## config.mk

```make
export PLATFORM = sky130hd
export DESIGN_NAME = gpio_pwm_port
export DESIGN_NICKNAME = d
export VERILOG_FILES = /design/src/rtl/gpio_pkg.sv /design/src/rtl/gpio_regs.sv /design/src/rtl/gpio_sync.sv /design/src/rtl/gpio_pin_mux.sv /design/src/rtl/gpio_pwm_port.sv
export SDC_FILE = /design/constraint.sdc
export NUM_CORES = 1
export LEC_CHECK = 0
export ABC_AREA = 1
export BUFFER_PORTS_ARGS = -buffer_cell sky130_fd_sc_hd__buf_2
export CAP_MARGIN = 30
export CORE_MARGIN = 2
export CORE_UTILIZATION = 43
export DETAILED_ROUTE_END_ITERATION = 7
export GPL_TIMING_DRIVEN = 0
export PLACE_DENSITY = 0.76
export SYNTH_ARGS = -nofsm -noshare
export SYNTH_HDL_FRONTEND = slang
export SYNTH_SLANG_ARGS = --single-unit
```

## constraint.sdc

```tcl
create_clock -name clk -period 0.8 [get_ports clk]
set_input_delay 0.16 -clock clk [delete_from_list [all_inputs] [get_ports clk]]
set_output_delay 0.16 -clock clk [all_outputs]
set_load 0.02 [all_outputs]
```

## src/rtl/gpio_pkg.sv

```systemverilog
package gpio_pkg;
    // Register offsets on the bus; order matters to software only.
    localparam int unsigned OFS_VAL = 0;
    localparam int unsigned OFS_DIR = 1;
    localparam int unsigned OFS_IN  = 2;

    // Effective mode of one pin after takeover and shutdown are resolved.
    typedef enum logic [1:0] {
        MODE_IN   = 2'd0,
        MODE_OUT  = 2'd1,
        MODE_PWM  = 2'd2,
        MODE_SHDN = 2'd3
    } pin_mode_e;
endpackage

```

## src/rtl/gpio_regs.sv

```systemverilog
module gpio_regs #(
    parameter int W  = 8,
    parameter int AW = 2
) (
    input  logic          clk,
    input  logic          rst_n,
    input  logic [AW-1:0] addr,
    input  logic          we,
    input  logic [W-1:0]  wdata,
    output logic [W-1:0]  val_q,
    output logic [W-1:0]  dir_q
);
    import gpio_pkg::*;

    localparam logic [AW-1:0] A_VAL = AW'(OFS_VAL);
    localparam logic [AW-1:0] A_DIR = AW'(OFS_DIR);

    typedef struct packed {
        logic [W-1:0] val;
        logic [W-1:0] dir;
    } regs_t;

    regs_t st_d, st_q;

    always_comb begin
        st_d = st_q;
        if (we) begin
            if (addr == A_VAL) st_d.val = wdata;
            if (addr == A_DIR) st_d.dir = wdata;
        end
    end

    always_ff @(posedge clk or negedge rst_n) begin
        if (!rst_n) st_q <= '0;
        else        st_q <= st_d;
    end

    assign val_q = st_q.val;
    assign dir_q = st_q.dir;
endmodule

```

## src/rtl/gpio_sync.sv

```systemverilog
module gpio_sync #(
    parameter int W      = 8,
    parameter int STAGES = 2
) (
    input  logic         clk,
    input  logic         rst_n,
    input  logic [W-1:0] async_in,
    output logic [W-1:0] sync_out
);
    typedef struct packed {
        logic [STAGES-1:0][W-1:0] chain;
    } sync_t;

    sync_t st_d, st_q;

    always_comb begin
        st_d.chain[0] = async_in;
        for (int k = 1; k < STAGES; k++) begin
            st_d.chain[k] = st_q.chain[k-1];
        end
    end

    always_ff @(posedge clk or negedge rst_n) begin
        if (!rst_n) st_q <= '0;
        else        st_q <= st_d;
    end

    assign sync_out = st_q.chain[STAGES-1];
endmodule

```

## src/rtl/gpio_pin_mux.sv

```systemverilog
module gpio_pin_mux #(
    parameter int W        = 8,
    parameter int SHDN_PIN = 7
) (
    input  logic [W-1:0] dir_q,
    input  logic [W-1:0] val_q,
    input  logic [W-1:0] pwm_en,
    input  logic [W-1:0] pwm_out,
    input  logic         shdn_en,
    output logic [W-1:0] pin_oe,
    output logic [W-1:0] pin_out
);
    import gpio_pkg::*;

    pin_mode_e mode [W];

    for (genvar i = 0; i < W; i++) begin : g_pin
        if (i == SHDN_PIN) begin : g_shdn
            // Shutdown outranks the takeover, which outranks software.
            always_comb begin
                if (shdn_en)        mode[i] = MODE_SHDN;
                else if (pwm_en[i]) mode[i] = MODE_PWM;
                else if (dir_q[i])  mode[i] = MODE_OUT;
                else                mode[i] = MODE_IN;
            end
        end else begin : g_plain
            always_comb begin
                if (pwm_en[i])     mode[i] = MODE_PWM;
                else if (dir_q[i]) mode[i] = MODE_OUT;
                else               mode[i] = MODE_IN;
            end
        end

        always_comb begin
            unique case (mode[i])
                MODE_PWM: begin
                    pin_oe[i]  = 1'b1;
                    pin_out[i] = pwm_out[i];
                end
                MODE_OUT: begin
                    pin_oe[i]  = 1'b1;
                    pin_out[i] = val_q[i];
                end
                default: begin
                    pin_oe[i]  = 1'b0;
                    pin_out[i] = val_q[i];
                end
            endcase
        end
    end
endmodule

```

## src/rtl/gpio_pwm_port.sv

```systemverilog
module gpio_pwm_port #(
    parameter int PIN_W       = 8,
    parameter int ADDR_W      = 2,
    parameter int SYNC_STAGES = 2,
    parameter int SHDN_PIN    = PIN_W - 1
) (
    input  logic              clk,
    input  logic              rst_n,
    input  logic [ADDR_W-1:0] bus_addr,
    input  logic              bus_we,
    input  logic [PIN_W-1:0]  bus_wdata,
    output logic [PIN_W-1:0]  bus_rdata,
    input  logic [PIN_W-1:0]  pwm_en,
    input  logic [PIN_W-1:0]  pwm_out,
    input  logic              shdn_en,
    input  logic [PIN_W-1:0]  pin_in,
    output logic [PIN_W-1:0]  pin_out,
    output logic [PIN_W-1:0]  pin_oe
);
    import gpio_pkg::*;

    localparam logic [ADDR_W-1:0] A_VAL = ADDR_W'(OFS_VAL);
    localparam logic [ADDR_W-1:0] A_DIR = ADDR_W'(OFS_DIR);
    localparam logic [ADDR_W-1:0] A_IN  = ADDR_W'(OFS_IN);

    logic [PIN_W-1:0] val_q;
    logic [PIN_W-1:0] dir_q;
    logic [PIN_W-1:0] pin_sync;

    gpio_regs #(.W(PIN_W), .AW(ADDR_W)) u_regs (
        .clk   (clk),
        .rst_n (rst_n),
        .addr  (bus_addr),
        .we    (bus_we),
        .wdata (bus_wdata),
        .val_q (val_q),
        .dir_q (dir_q)
    );

    gpio_sync #(.W(PIN_W), .STAGES(SYNC_STAGES)) u_sync (
        .clk      (clk),
        .rst_n    (rst_n),
        .async_in (pin_in),
        .sync_out (pin_sync)
    );

    gpio_pin_mux #(.W(PIN_W), .SHDN_PIN(SHDN_PIN)) u_mux (
        .dir_q   (dir_q),
        .val_q   (val_q),
        .pwm_en  (pwm_en),
        .pwm_out (pwm_out),
        .shdn_en (shdn_en),
        .pin_oe  (pin_oe),
        .pin_out (pin_out)
    );

    // Driven pins return the latched value, released pins the pad level.
    always_comb begin
        if (bus_addr == A_VAL)      bus_rdata = (val_q & pin_oe) | (pin_sync & ~pin_oe);
        else if (bus_addr == A_DIR) bus_rdata = dir_q;
        else if (bus_addr == A_IN)  bus_rdata = pin_sync;
        else                        bus_rdata = '0;
    end
endmodule

```

==> results of run 1 <==
[timing repair]
item / CTS / global route
cloned: 2 / 1
endpoints found under the hold margin: 40 / 32
setup buffers: 18 / 6
pin swaps: 14 / 6
setup endpoints to repair: 34 / 33
resized for setup: 62 / 37
[cell families (layout without fill, tap and decap cells)]
kind of cell	Yosys count	count (layout)
and+or+nand+nor	109	110
buffers and inverters	30	130
AOI/OAI and AO/OA	17	17
DFF	32	32
[power groups by stage]
stage | combinational (mW) | sequential [mW] | clock [mW]
6_report | 1.69 | 1.91 | 0.957
5_1_grt | 1.83 | 1.93 | 1.06
4_1_cts | 1.53 | 1.89 | 0.981
3_5_place_dp | 1.05 | 1.94 | 0
3_3_place_gp | 1.03 | 1.94 | 0
2_1_floorplan | 0.715 | 1.92 | 0
[per-stage QoR]
stage | cell area, µm² | hold WS [ns] | setup TNS (ns) | util, %
3_5_place_dp | 1970 | 0.254 | -10.33 | 59.1
2_1_floorplan | 1610 | -0.136 | -1.42 | -
6_report | 2630 | -0.138 | -11.19 | 78.9
3_3_place_gp | 1970 | 0.251 | -9.76 | 59.1
4_1_cts | 2480 | -0.112 | -10.83 | 74.3
5_1_grt | 2630 | -0.0852 | -12.62 | 78.9
[worst min path at each step]
| stage | end | slack, ns | depth (start not counted) |
|---|---|---|---|
| 3_5_place_dp | u_sync.sync_out[6]$_DFF_PN0_ | 0.25 | 1 |
| 4_1_cts | u_regs.val_q[1]$_DFFE_PN0P_ | -0.11 | 1 |
| 6_report | u_regs.dir_q[5]$_DFFE_PN0P_ | -0.14 | 1 |
| 2_1_floorplan | u_regs.dir_q[0]$_DFFE_PN0P_ | -0.14 | 0 |
| 3_3_place_gp | u_sync.sync_out[6]$_DFF_PN0_ | 0.25 | 1 |
| 5_1_grt | u_regs.dir_q[5]$_DFFE_PN0P_ | -0.09 | 1 |
[area by class of cell]
type / count / area, µm² / area share [%]
flip-flops and latches: 32 / 801 / 30.4
clock buffers: 8 / 58.8 / 2.23
inverters: 28 / 113 / 4.28
repair buffers: 92 / 808 / 30.7
plain buffers: 2 / 35.0 / 1.33
well taps: 46 / 57.6 / 2.19
multi-input cells: 127 / 759 / 28.8
[layout by cell type (no fill, tap or decap), types with 2 or more instances in the layout]
| cell | Yosys | final |
|---|---|---|
| o21ai_1 | 0 | 3 |
| nand3_1 | 16 | 8 |
| o21ai_2 | 8 | 12 |
| nor2_4 | 2 | 3 |
| nand2_4 | 1 | 7 |
| clkbuf_1 | 0 | 2 |
| buf_2 | 0 | 35 |
| buf_6 | 2 | 34 |
| inv_2 | 1 | 8 |
| nand2_1 | 85 | 63 |
| dlygate4sd3_1 | 0 | 8 |
| dfrtp_1 | 32 | 32 |
| nand2_2 | 3 | 17 |
| buf_4 | 0 | 11 |
| buf_8 | 0 | 2 |
| clkbuf_4 | 0 | 5 |
| buf_12 | 0 | 2 |
| nand2_8 | 0 | 2 |
| nand3_2 | 0 | 8 |
| inv_1 | 27 | 19 |
[routing by layer]
metal / wire length (µm) / GRT usage, % / vias up
li1: - / - / 780
met1: 1640 / 23.1 / 742
met2: 2340 / 40.2 / 51
met3: 201 / 5.71 / 11
met4: 79 / 7.78 / 0
met5: 0 / 0 / -
[sequential cells by signal (all words and copies together) (netlist names)]
register,flops
u_regs.dir_q,8
u_sync.st_d,8
u_regs.val_q,8
u_sync.sync_out,8
[critical path, delay by kind of cell, from the launching register on]
kind                   cells  cell delay [ns]
and+or+nand+nor            5             0.30
DFF                        1             0.41
buffers and inverters      2             0.23
==> flow_summary.yaml, run 1 <==
critical_path:
  cp_cell_sequence: "inv_2 -> nand2_4 -> nand2_2 -> nand2_1 -> nand2_1 -> nand3_2 -> buf_6"
  crit_fanout: 2
  required_ns: 0.64
  crit_top_cell: "nand2_1"
  r2r_setup_slack_ns: -0.07
  rr_worst_depth: 4
  worst-setup-path-type: "flop to output port"
  worstSetupStartpoint: "u_regs.dir_q[4]$_DFFE_PN0P_"
  startpoint_type: "flop"
  reg2reg_to: "u_regs.val_q[4]$_DFFE_PN0P_"
  slowest_stage: "dfrtp_1"
  cp-end-kind: "output port"
  cp-endpoint: "bus_rdata[4]"
  r2r_start: "u_regs.val_q[4]$_DFFE_PN0P_"
  critPathArrivalTime_ns: 1.27
  slowest_delay_ns: 0.41
power:
  fin_total_pwr_mw: 4.56
  p_int_mw: 3.07
  clkPwrFrac_pct: 21.0
  pwr-share-comb_pct: 37.1
  ir_worst_vdd_mv: 1.21
  power_density_mw_per_mm2: 1730
  power.leakage_nw: 1.43
  p_sw_share_pct: 32.7
  p_switching_mw: 1.49
  p_seq_share_pct: 41.9
place:
  place_ws_ns: -0.499
  dp.final_hpwl_um: 2380
  dp.cells: 295
  gp_congestion: 0.767
  place.port_buffers: 61
sta:
  finalCritPeriodShare_pct: 179
  hold_violations: 32
  setup_viol: 25
  rsz0062_at_grt: "true"
  slew_headroom_pct: 53.8
  finalWorstSetupSlack_ns: -0.630
  hold_ws_ns: -0.138
  tightest_slew_ns: 0.692
  finalClockSkew_ns: 0.00603
  slew_violations: 0
  fmaxAchievable_mhz: 700
  min_period_ns: 1.43
drt:
  dr.pass1.iters: 4
  via_count: 1584
  post_drt_via_cell_ratio: 4.73
  totalWireLength_um: 4260
  wire_per_inst_um: 12.7
  drc: 0
  drt_iter0_markers: 79
  ant_nets: 0
grt:
  gr-usage-all-layers_pct: 21.5
  grt_pass1_vias: 1559
  grt_max_degree: 33
  grt_overflow_total: 0
  grt_pass1_wl_um: 6560
  antenna_found_initial: 0
yosys:
  synth-compound-area-share_pct: 7.65
  synth-seq-cells: 32
  synth-warning-count: 0
  synth-xor-area-share_pct: 0
  synthFlopType: "dfrtp_1"
  syn-cell-area_mm2: 0.00151
  synth_edf_count: 0
  syn_avg_cell_area_um2: 8.01
  synthAdderAreaFrac_pct: 0
  async_flop_share_pct: 100
  post-synth-top-count-cell: "nand2_1"
  yosys.area_share.simple_pct: 30.7
  synth_top_family_by_area: "simple AND/OR/NAND/NOR gates"
  synth.distinct_cells: 14
  synth.mux.area_fraction_pct: 0
  yosys-top-cells-count: "nand2_1, dfrtp_1, inv_1"
  ys_seq_area_share_pct: 53.2
  syn-num-nets: 226
  synth_area_leader_cell: "dfrtp_1"
  synth_top_area_share_pct: 53.2
  netlist_instances: 188
  synth_area_leaders: "dfrtp_1, nand2_1, inv_1"
final_layout:
  drive_above_1_share_pct: 52.6
  n_fill_cell: 235
  stdcell_count: 335
  layout.nets: 326
  layout-area-overhead-vs-synth_pct: 74.9
  diodes: 0
run_status:
  violations: "negative hold slack, negative setup slack"
  status: "complete, but fails checks"
die:
  die_area_mm2: 0.00399
  die_h_um: 63.2
  fp-row-count: 21
  pin_count: 62
  start_util_pct: 45.1
  die_w_um: 63.2
  core_region_area_mm2: 0.00334
clock_network:
  clk_latency_ns: 0.33
  cts_tree: "built"
  cts_root_buf: "clkbuf_4"
  holdBufCountCts: 8
  clk_path_buf_depth: 2
  path_clk_slew_ns: 0.10
  cts.sinks: 32
  h-tree-depth: 2
  cts_buffers: 5
job:
  cap_viol_max_count: 0
worst_hold_path:
  hp-class: "primary input to asynchronous set/reset pin"
(Power assumes the default switching activity.)
==> run 2: changes to the inputs <==
Settings changed: ABC_AREA 1 to unset, CORE_UTILIZATION 43 to 42, PLACE_DENSITY 0.76 to 0.75.
==> run 2 against run 1 <==
Against the previous run: worst hold slack gained 0.0051 ns; global-route usage shrank 1.5 points; largest power group unchanged; clock-buffer cell count is the same; largest cell class is now flip-flops and latches; sequential power grew 4%; synthesized area shrank 6.2%; the run still ends with negative hold slack, negative setup slack left; total power grew 1.8%; clock power shrank 2.3%; synthesized cell count shrank 40%; sequential share of layout area grew 2.4 points; fmax shrank 4.6%; die area shrank 3.7%.
==> flow_summary.yaml, run 2 <==
die:
  core_region_area_mm2: 0.00328
  die_h_um: 62.0
  fp-row-count: 21
  die_w_um: 62.0
  start_util_pct: 43.0
  die_area_mm2: 0.00384
  pin_count: 62
critical_path:
  crit_fanout: 4
  slowest_stage: "dfrtp_1"
  cp_top_family: "compound AO/OA/AOI/OAI gates"
  r2r_setup_slack_ns: -0.12
  path_buf_inv: 1
  cp-end-kind: "output port"
  reg2reg_to: "u_regs.dir_q[1]$_DFFE_PN0P_"
  r2r_start: "u_regs.dir_q[1]$_DFFE_PN0P_"
  rr_worst_depth: 2
  critPathArrivalTime_ns: 1.34
  startpoint_type: "flop"
  required_ns: 0.64
  worst-setup-path-type: "flop to output port"
  slowest_delay_ns: 0.42
  cp_cell_sequence: "o21ba_4 -> a31oi_4 -> o21ai_2 -> buf_6"
power:
  power.leakage_nw: 1.17
  power_density_mw_per_mm2: 1900
  fin_total_pwr_mw: 4.64
  ir_worst_vdd_mv: 1.18
place:
  placed_cell_area_mm2: 0.00193
  place.port_buffers: 60
  dp.final_hpwl_um: 2410
  gp_congestion: 0.732
sta:
  min_period_ns: 1.50
  rsz0062_at_grt: "true"
  slew_violations: 0
  hold_violations: 32
  slew_headroom_pct: 54.3
  fmaxAchievable_mhz: 667
  finalCritPeriodShare_pct: 187
  tightest_slew_ns: 0.686
  hold_ws_ns: -0.133
  finalWorstSetupSlack_ns: -0.698
  finalClockSkew_ns: 0.00102
  setup_viol: 35
drt:
  wire_per_inst_um: 15.4
  ant_nets: 0
  drc: 0
  drt_iter0_markers: 20
  dr.pass1.iters: 4
  via_count: 1249
  totalWireLength_um: 3810
  post_drt_via_cell_ratio: 5.04
run_status:
  status: "complete, but fails checks"
  violations: "negative hold slack, negative setup slack"
worst_hold_path:
  hp-class: "primary input to asynchronous set/reset pin"
final_layout:
  drive_above_1_share_pct: 65.3
  mostFrequentLayoutCells: "buf_2, buf_6, dfrtp_1"
  layout.nets: 239
  layout-area-overhead-vs-synth_pct: 72.7
  stdcell_area_mm2: 0.00244
  layout_commonest_cell: "buf_2"
  diodes: 0
yosys:
  async_flop_share_pct: 100
  synth-seq-cells: 32
  synth_area_leaders: "dfrtp_1, mux2_2, nor2_1"
  syn-num-nets: 150
  synth_top_area_share_pct: 56.7
  ys_seq_area_share_pct: 56.7
  syn_avg_cell_area_um2: 12.6
  synth_area_leader_cell: "dfrtp_1"
  synth_edf_count: 0
  yosys-top-cells-count: "dfrtp_1, mux2_2, nor2_1"
  post-synth-top-count-cell: "dfrtp_1"
  synthFlopType: "dfrtp_1"
  synth.distinct_cells: 24
  synth-warning-count: 0
  syn-cell-area_mm2: 0.00141
  netlist_instances: 112
job:
  cap_viol_max_count: 0
grt:
  grt_pass1_wl_um: 5320
  antenna_found_initial: 0
  gr-usage-all-layers_pct: 20.1
  grt_overflow_total: 0
  grt_max_degree: 33
  grt_pass1_vias: 1224
clock_network:
  clk_path_buf_depth: 2
  path_clk_slew_ns: 0.09
  cts.sinks: 32
  cts_buffers: 5
  cts_root_buf: "clkbuf_4"
  holdBufCountCts: 8
  h-tree-depth: 2
  cts_tree: "built"
  clk_latency_ns: 0.32
==> run 2: where the power goes <==
group	switching (mW)	internal, mW
clock	0.502	0.433
combinational	0.732	0.992
sequential	0.173	1.81
==> run 2: layout make-up <==
cell class                 instances  area, µm²
inverter                           7       26.3
buffer                             4       61.3
clock buffer                       8       58.8
timing repair buffer              82        664
tap                               46       57.6
sequential                        32        801
multi-input combinational         69        771
fill                             227        845
==> run 2: timing repair <==
action	in CTS	in global routing
gates resized for setup	63	23
endpoints found under the hold margin	40	32
buffers inserted	11	6
setup endpoints to repair	34	36
pin swaps	12	7
==> run 2: routing by layer <==
layer	part of all wire [%]	track usage (%)
met3	5.8	5.18
met5	0	0
met4	2.0	10.3
met1	38	20.3
met2	54	37.4
==> run 2: per-stage QoR <==
step | cells | setup WS (ns) | utilization, % | TNS (ns) | hold WS (ns)
2_1_floorplan | 112 | -0.291 | - | -4.49 | -0.136
3_3_place_gp | 218 | -0.550 | 58.7 | -12.10 | 0.232
3_5_place_dp | 218 | -0.573 | 58.7 | -12.74 | 0.241
4_1_cts | 245 | -0.705 | 71.4 | -13.57 | -0.124
5_1_grt | 248 | -0.756 | 74.3 | -15.28 | -0.0819
6_report | 248 | -0.698 | 74.3 | -13.77 | -0.133
==> run 2: worst max path at each step <==
stage	startpoint	to	slack, ns	cells after the start
after detailed placement	bus_addr[0]	bus_rdata[4]	-0.57	6
final	u_regs.dir_q[7]$_DFFE_PN0P_	bus_rdata[7]	-0.70	4
after global placement	bus_addr[0]	bus_rdata[5]	-0.55	6
after floorplan	u_regs.dir_q[7]$_DFFE_PN0P_	bus_rdata[7]	-0.29	3
after CTS	u_regs.dir_q[7]$_DFFE_PN0P_	bus_rdata[7]	-0.71	4
after global routing	u_regs.dir_q[7]$_DFFE_PN0P_	bus_rdata[7]	-0.76	4
==> run 2: logic make-up after synthesis <==
logic type      Yosys count  synth area share [%]
simple gates             19                  7.80
buf+inv                  11                  3.81
mux                      24                  19.1
compound gates           26                  12.6
flops                    32                  56.7
==> run 2: worst register-to-register path, delay by kind of cell, from the launching register on <==
kind                   cells  cell delay, ns
DFF                        1            0.43
buffers and inverters      1            0.13
muxes                      1            0.25
